File: src/rtl/rtc_irq_pkg.sv
// Shared constants and types for the interrupt flag unit.
// Source index i maps to status bit SRC_BIT_BASE+i and to control bit SRC_BIT_BASE+i.
package rtc_irq_pkg;
    localparam int NUM_SRC      = 3;
    localparam int SRC_BIT_BASE = 4;   // index 0 update, 1 alarm, 2 periodic
    localparam int SUM_BIT      = 7;   // summary bit in status byte
    localparam int SQW_BIT      = 3;   // square-wave enable in control byte
    localparam int SRC_UPD      = 0;
    localparam int SRC_ALM      = 1;
    localparam int SRC_PER      = 2;
    typedef logic [NUM_SRC-1:0] src_vec_t;
endpackage

File: src/rtl/rtc_irq_flag.sv
// One pending flag: set by an event pulse, cleared by a status read.
// Assumes evt and clr are single-cycle strobes; set wins over clear.
module rtc_irq_flag (
    input  logic clk,
    input  logic rst_n,
    input  logic evt,
    input  logic clr,
    output logic flag_q
);
    // Latch the event, drop it on a clearing read unless an event coincides
    always_ff @(posedge clk) begin
        if (!rst_n)   flag_q <= 1'b0;
        else if (evt) flag_q <= 1'b1;
        else if (clr) flag_q <= 1'b0;
    end


    evt_sets_flag_chk: assert property (@(posedge clk) disable iff (!rst_n)
        evt |=> flag_q);

    clr_drops_flag_chk: assert property (@(posedge clk) disable iff (!rst_n)
        (clr && !evt) |=> !flag_q);
endmodule

File: src/rtl/rtc_irq_regs.sv
// Register port: control byte (enables, square-wave enable) and read-only status byte.
// Assumes a strobe is honoured only with sel high; read data is registered.
module rtc_irq_regs
    import rtc_irq_pkg::*;
#(
    parameter int ADDR_W     = 7,
    parameter int CTRL_ADDR  = 11,
    parameter int STAT_ADDR  = 12
) (
    input  logic              clk,
    input  logic              rst_n,
    input  logic              sel,
    input  logic              wr,
    input  logic              rd,
    input  logic [ADDR_W-1:0] addr,
    input  logic [7:0]        wdata,
    input  src_vec_t          flags,
    input  logic              summary,
    output src_vec_t          en_q,
    output logic              sqw_q,
    output logic              stat_rd,
    output logic              ctrl_wr,
    output logic [7:0]        rdata_q
);
    localparam logic [ADDR_W-1:0] CTRL_A = ADDR_W'(CTRL_ADDR);
    localparam logic [ADDR_W-1:0] STAT_A = ADDR_W'(STAT_ADDR);

    logic       ctrl_rd;
    logic [7:0] ctrl_view;
    logic [7:0] stat_view;

    // Decode selected strobes per register
    always_comb begin
        ctrl_wr = sel && wr && (addr == CTRL_A);
        ctrl_rd = sel && rd && (addr == CTRL_A);
        stat_rd = sel && rd && (addr == STAT_A);
    end

    // Assemble the readable images of both bytes
    always_comb begin
        ctrl_view = 8'h00;
        stat_view = 8'h00;
        ctrl_view[SQW_BIT] = sqw_q;
        stat_view[SUM_BIT] = summary;
        for (int i = 0; i < NUM_SRC; i++) begin
            ctrl_view[SRC_BIT_BASE+i] = en_q[i];
            stat_view[SRC_BIT_BASE+i] = flags[i];
        end
    end

    // Hold the control fields written by the host
    always_ff @(posedge clk) begin
        if (!rst_n) begin
            en_q  <= '0;
            sqw_q <= 1'b0;
        end else if (ctrl_wr) begin
            en_q  <= wdata[SRC_BIT_BASE +: NUM_SRC];
            sqw_q <= wdata[SQW_BIT];
        end
    end

    // Capture read data for the cycle after a selected read
    always_ff @(posedge clk) begin
        if (!rst_n)        rdata_q <= 8'h00;
        else if (stat_rd)  rdata_q <= stat_view;
        else if (ctrl_rd)  rdata_q <= ctrl_view;
        else if (sel && rd) rdata_q <= 8'h00;
    end


    sqw_follows_write_chk: assert property (@(posedge clk) disable iff (!rst_n)
        ctrl_wr |=> (sqw_q == $past(wdata[SQW_BIT])));

    stat_low_nibble_chk: assert property (@(posedge clk) disable iff (!rst_n)
        stat_rd |=> (rdata_q[3:0] == 4'h0));
endmodule

File: src/rtl/rtc_irq_ctrl.sv
// Top: three maskable interrupt sources with read-to-clear status and an
// open-drain request. Assumes event inputs are single-cycle pulses in clk.
module rtc_irq_ctrl
    import rtc_irq_pkg::*;
#(
    parameter int ADDR_W    = 7,
    parameter int CTRL_ADDR = 11,
    parameter int STAT_ADDR = 12
) (
    input  logic              clk,
    input  logic              rst_n,
    input  logic              bus_sel,
    input  logic              bus_wr,
    input  logic              bus_rd,
    input  logic [ADDR_W-1:0] bus_addr,
    input  logic [7:0]        bus_wdata,
    output logic [7:0]        bus_rdata,
    input  logic              alarm_evt,
    input  logic              periodic_evt,
    input  logic              update_evt,
    output logic              sqw_en,
    output logic              irq_pull_low,
    output logic              irq_line
);
    src_vec_t evts;
    src_vec_t flags;
    src_vec_t en;
    logic     summary;
    logic     stat_rd;
    logic     ctrl_wr;

    // Gather event pulses in source-index order
    always_comb begin
        evts          = '0;
        evts[SRC_UPD] = update_evt;
        evts[SRC_ALM] = alarm_evt;
        evts[SRC_PER] = periodic_evt;
    end

    for (genvar i = 0; i < NUM_SRC; i++) begin : g_src
        rtc_irq_flag u_flag (
            .clk    (clk),
            .rst_n  (rst_n),
            .evt    (evts[i]),
            .clr    (stat_rd),
            .flag_q (flags[i])
        );
    end

    rtc_irq_regs #(
        .ADDR_W    (ADDR_W),
        .CTRL_ADDR (CTRL_ADDR),
        .STAT_ADDR (STAT_ADDR)
    ) u_regs (
        .clk     (clk),
        .rst_n   (rst_n),
        .sel     (bus_sel),
        .wr      (bus_wr),
        .rd      (bus_rd),
        .addr    (bus_addr),
        .wdata   (bus_wdata),
        .flags   (flags),
        .summary (summary),
        .en_q    (en),
        .sqw_q   (sqw_en),
        .stat_rd (stat_rd),
        .ctrl_wr (ctrl_wr),
        .rdata_q (bus_rdata)
    );

    // Summary and open-drain request, released while reset is held
    always_comb begin
        summary      = |(flags & en);
        irq_pull_low = rst_n && summary;
        irq_line     = !irq_pull_low;
    end


    irq_cause_chk: assert property (@(posedge clk) disable iff (!rst_n)
        $rose(irq_pull_low) |-> ($past(|evts) || $past(ctrl_wr)));

    irq_release_chk: assert property (@(posedge clk) disable iff (!rst_n)
        (stat_rd && !(|evts)) |=> !irq_pull_low);
endmodule

File: config.mk
export PLATFORM = sky130hd
export DESIGN_NAME = rtc_irq_ctrl
export DESIGN_NICKNAME = d
export VERILOG_FILES = /design/src/rtl/rtc_irq_pkg.sv /design/src/rtl/rtc_irq_flag.sv /design/src/rtl/rtc_irq_regs.sv /design/src/rtl/rtc_irq_ctrl.sv
export SDC_FILE = /design/constraint.sdc
export NUM_CORES = 1
export LEC_CHECK = 0
export BUFFER_PORTS_ARGS = -buffer_cell sky130_fd_sc_hd__buf_2
export CAP_MARGIN = 20
export CORE_MARGIN = 2
export CORE_UTILIZATION = 44
export CTS_CLUSTER_SIZE = 16
export DETAILED_ROUTE_END_ITERATION = 12
export GPL_ROUTABILITY_DRIVEN = 0
export PLACE_DENSITY = 0.85
export SYNTH_ARGS = -nofsm -noshare
export SYNTH_HDL_FRONTEND = slang
export SYNTH_SLANG_ARGS = --single-unit
File: constraint.sdc
create_clock -name clk -period 3.4 [get_ports clk]
set_clock_uncertainty 0.05 [all_clocks]
set_input_delay 1.02 -clock clk [delete_from_list [all_inputs] [get_ports clk]]
set_output_delay 1.02 -clock clk [all_outputs]
set_load 0.02 [all_outputs]
==> implementation parameters <==
Parameter                              Value

Run status
  Status ... finished, final reports clean

Worst setup path
  Setup Crit Path Kind ... primary input to primary output
  Worst path bufs/invs ... 3
  Crit path largest cell delay ... 0.25 ns
  Cell class contributing the biggest share of worst-path delay ... buffers and inverters
  Category of the worst setup path capture point ... primary output
  Largest fanout of any net on the critical path ... 18
  Dominant cell type by count on the critical path ... sky130_fd_sc_hd__buf_2
  Critical path data arrival time ... ~1.6 ns
  Required time at the worst-slack endpoint ... roughly 2.3 ns
  Slowest-stage cell, CP ... sky130_fd_sc_hd__buf_2
  Cell-by-cell trace of the critical path ... buf_2, nand2b_1, inv_1, buf_2
  Crit start category ... primary input

Layout
  Layout overhead on the synthesized area ... 24.8%
  Fin cells ... ~110
  Ant diodes ... 0
  Ratio of cells with drive above 1 in the final layout ... between 30 and 40%
  Number of nets at the end of the flow ... roughly 120

Logic synthesis
  Synth Register Bits ... 12
  Avg Cell Area, Syn ... 8.95 um2
  Count of unique library cells instantiated by Yosys ... 23
  Post-synth EDFFs ... 0
  Synthesis Warnings ... 0
  Top cells by area in the synthesized netlist ... sky130_fd_sc_hd__dfxtp_1 40%, sky130_fd_sc_hd__nand2_1 12%, sky130_fd_sc_hd__mux2i_1 6.7%
  Most used flip-flop cell after synthesis ... sky130_fd_sc_hd__dfxtp_1
  Fraction of synthesized cell area taken by the top area cell type ... between 40% and 50%
  Most common cell in the netlist ... sky130_fd_sc_hd__nand2_1
  Most frequent cells after synthesis ... 19 x sky130_fd_sc_hd__nand2_1, 12 x sky130_fd_sc_hd__dfxtp_1, 4 x sky130_fd_sc_hd__mux2i_1, 4 x sky130_fd_sc_hd__o21ai_0
  Post-synthesis cell area ... about 600 um2
  Fraction of synthesis flops using an asynchronous set or reset pin ... 0%
  Synthesized netlist cell count ... 67
  Sequential fraction of the synthesis area ... 40.1%
  Most area-hungry cell type in the Yosys netlist ... sky130_fd_sc_hd__dfxtp_1

Clock network
  Max Root-Sink Buffers ... 2
  CTS Sinks ... 12
  Clock insertion delay at the later pin of the skew report ... 0.27 ns
  Post-cts resize count ... 0
  Deepest level of the CTS H-tree ... 1
  Clock transition time at the flip-flop clock pins of the worst setup and hold paths ... ~0.070 ns
  Number of buffers added to fix hold violations after cts ... 0
  TritonCTS buffer count ... 3
  Number of buffers inserted by post-CTS setup repair ... 0
  Clock Tree Root ... sky130_fd_sc_hd__clkbuf_4
  Clock tree from TritonCTS ... done

STA
  Final slew viol count ... 0
  Ratio of final minimum period to clock period ... between 70% and 80%
  Count of endpoints failing hold in the final timing report ... 0
  Slew margin rel. ... 65.6%
  Fmax ... roughly 0.37 GHz
  Min cycle time layout ... ~2.7 ns
  Tightest hold margin ... roughly 0.4 ns
  Finish-stage setup viols ... 0
  Final TNS setup ... 0 ns
  Transition time at the pin with the least slew margin ... about 0.5 ns
  RSZ-0062 raised after global routing ... false

Floorplanning
  Floorplan Core Area ... around 0.0013 mm2
  Horiz. Die Dim ... ~41 um
  Number of placement rows ... 13
  Die Outline Area ... 0.00167 mm2
  Chip Height ... approximately 41 um
  Effective utilization at floorplan ... 46.6%
  Number of top-level design ports ... 34

GRT
  Total routing resource utilization after global routing ... roughly 17%
  Antenna violations before repair ... 0
  First-pass GRT wire length ... 1820 um
  Largest net degree at the start of global routing ... 19
  Overflow after GRT ... 0
  Vias in the first global route ... 451

Hold path
  Type of the most critical hold path ... flop to flop

Detailed routing
  Number of vias per cell after detailed routing ... ~5.4
  Router iterations before antenna repair ... 4
  Routed len/inst ... 11.2 um
  DRC Markers ... 0
  Initial detailed-routing violation count ... 19
  Count of vias placed by the detailed router ... 580
  Routed Wire Length ... 1210 um
  Antenna-violating nets left ... 0

Place
  Total of buffers placed on input and output ports ... 26
  Placed insts ... around 110
  Detailed-placement wirelength estimate ... 957 um

Power
  Highest ir drop seen on vdd ... approximately 170 uV
  Power density of the placed cells ... 351 mW/mm2
  Leak ... around 0.00039 uW

Flow run
  Total of max-cap violations ... 0
==> state kept, by name, summed over array words and instances (netlist names) <==
name,count
u_regs.sqw_q,1
u_regs.en_q,3
u_regs.rdata_q,5
g_src.u_flag.flag_q,3
==> worst register-to-register path, delay by kind of cell, from the launching register on <==
kind	cells	cell delay, ns
DFF	1	0.33
AOI/OAI and AO/OA	2	0.39
and+or+nand+nor	1	0.18
==> final timing paths <==
kind,slack (ns),cells past startpoint,to,startpoint
worst min-delay path,0.40,2,u_regs.rdata_q[7],u_regs.rdata_q[7]
worst min register to register,0.40,2,u_regs.rdata_q[7],u_regs.rdata_q[7]
worst max-delay path,0.69,4,irq_pull_low,rst_n
worst max register to register,2.34,3,u_regs.rdata_q[7],u_regs.en_q[0]
==> where the power goes <==
part / total (uW) / internal [uW] / switching, uW / leakage [uW]
Clock: 85.9 / 41.1 / 44.8 / 0.0000138
Combinational: 30.9 / 12.6 / 18.3 / 0.000281
Sequential: 146 / 144 / 1.98 / 0.0000977
==> cell type report <==
| type | count | area (um2) |
|---|---|---|
| Tap cell | 15 | 18.8 |
| Fill cell | 126 | 537 |
| Multi-Input combinational cell | 51 | 333 |
| Sequential cell | 12 | 240 |
| Inverter | 1 | 3.75 |
| Timing Repair Buffer | 26 | 130 |
| Clock buffer | 3 | 22.5 |
==> metrics by stage <==
stage | area [um2] | util, % | setup WS [ns] | total power (uW)
6_report | 748 | 58.2 | 0.688 | 263
5_1_grt | 748 | 58.2 | 0.639 | 276
4_1_cts | 748 | 58.2 | 0.685 | 266
3_5_place_dp | 726 | 56.5 | 0.696 | 180
3_3_place_gp | 726 | 56.5 | 0.732 | 179
2_1_floorplan | 607 | - | 0.679 | 167
==> cell usage in the layout, fill, tap and decap left out, drive strengths merged <==
master / n
nor4b: 1
mux2i: 4
nand2: 19
a222oi: 1
nand2b: 1
a21boi: 1
nor4bb: 1
o211ai: 2
dfxtp: 12
and4: 1
and3: 3
conb: 3
nand4: 5
clkbuf: 3
buf: 26
nor3b: 1
a32o: 1
o21ai: 4
nand3: 2
and3b: 1
inv: 1
==> per-layer routing <==
metal	GRT usage (%)	wire length, um	share of wire (%)	up-vias
met5	0	0	0	-
met4	10.0	32	2.7	0
met3	4.89	136	11	5
met2	25.8	572	47	32
met1	21.6	466	39	254
li1	-	-	-	289
==> cell families after synthesis <==
kind of cell / after synthesis / share of synthesized area, %
DFF: 12 / 40.1
AOI/OAI and AO/OA: 9 / 10.4
buffers and inverters: 6 / 5.64
and+or+nand+nor: 35 / 36.5
other: 1 / 0.626
muxes: 4 / 6.68
No activity file was read; power rests on OpenSTA's default activity.
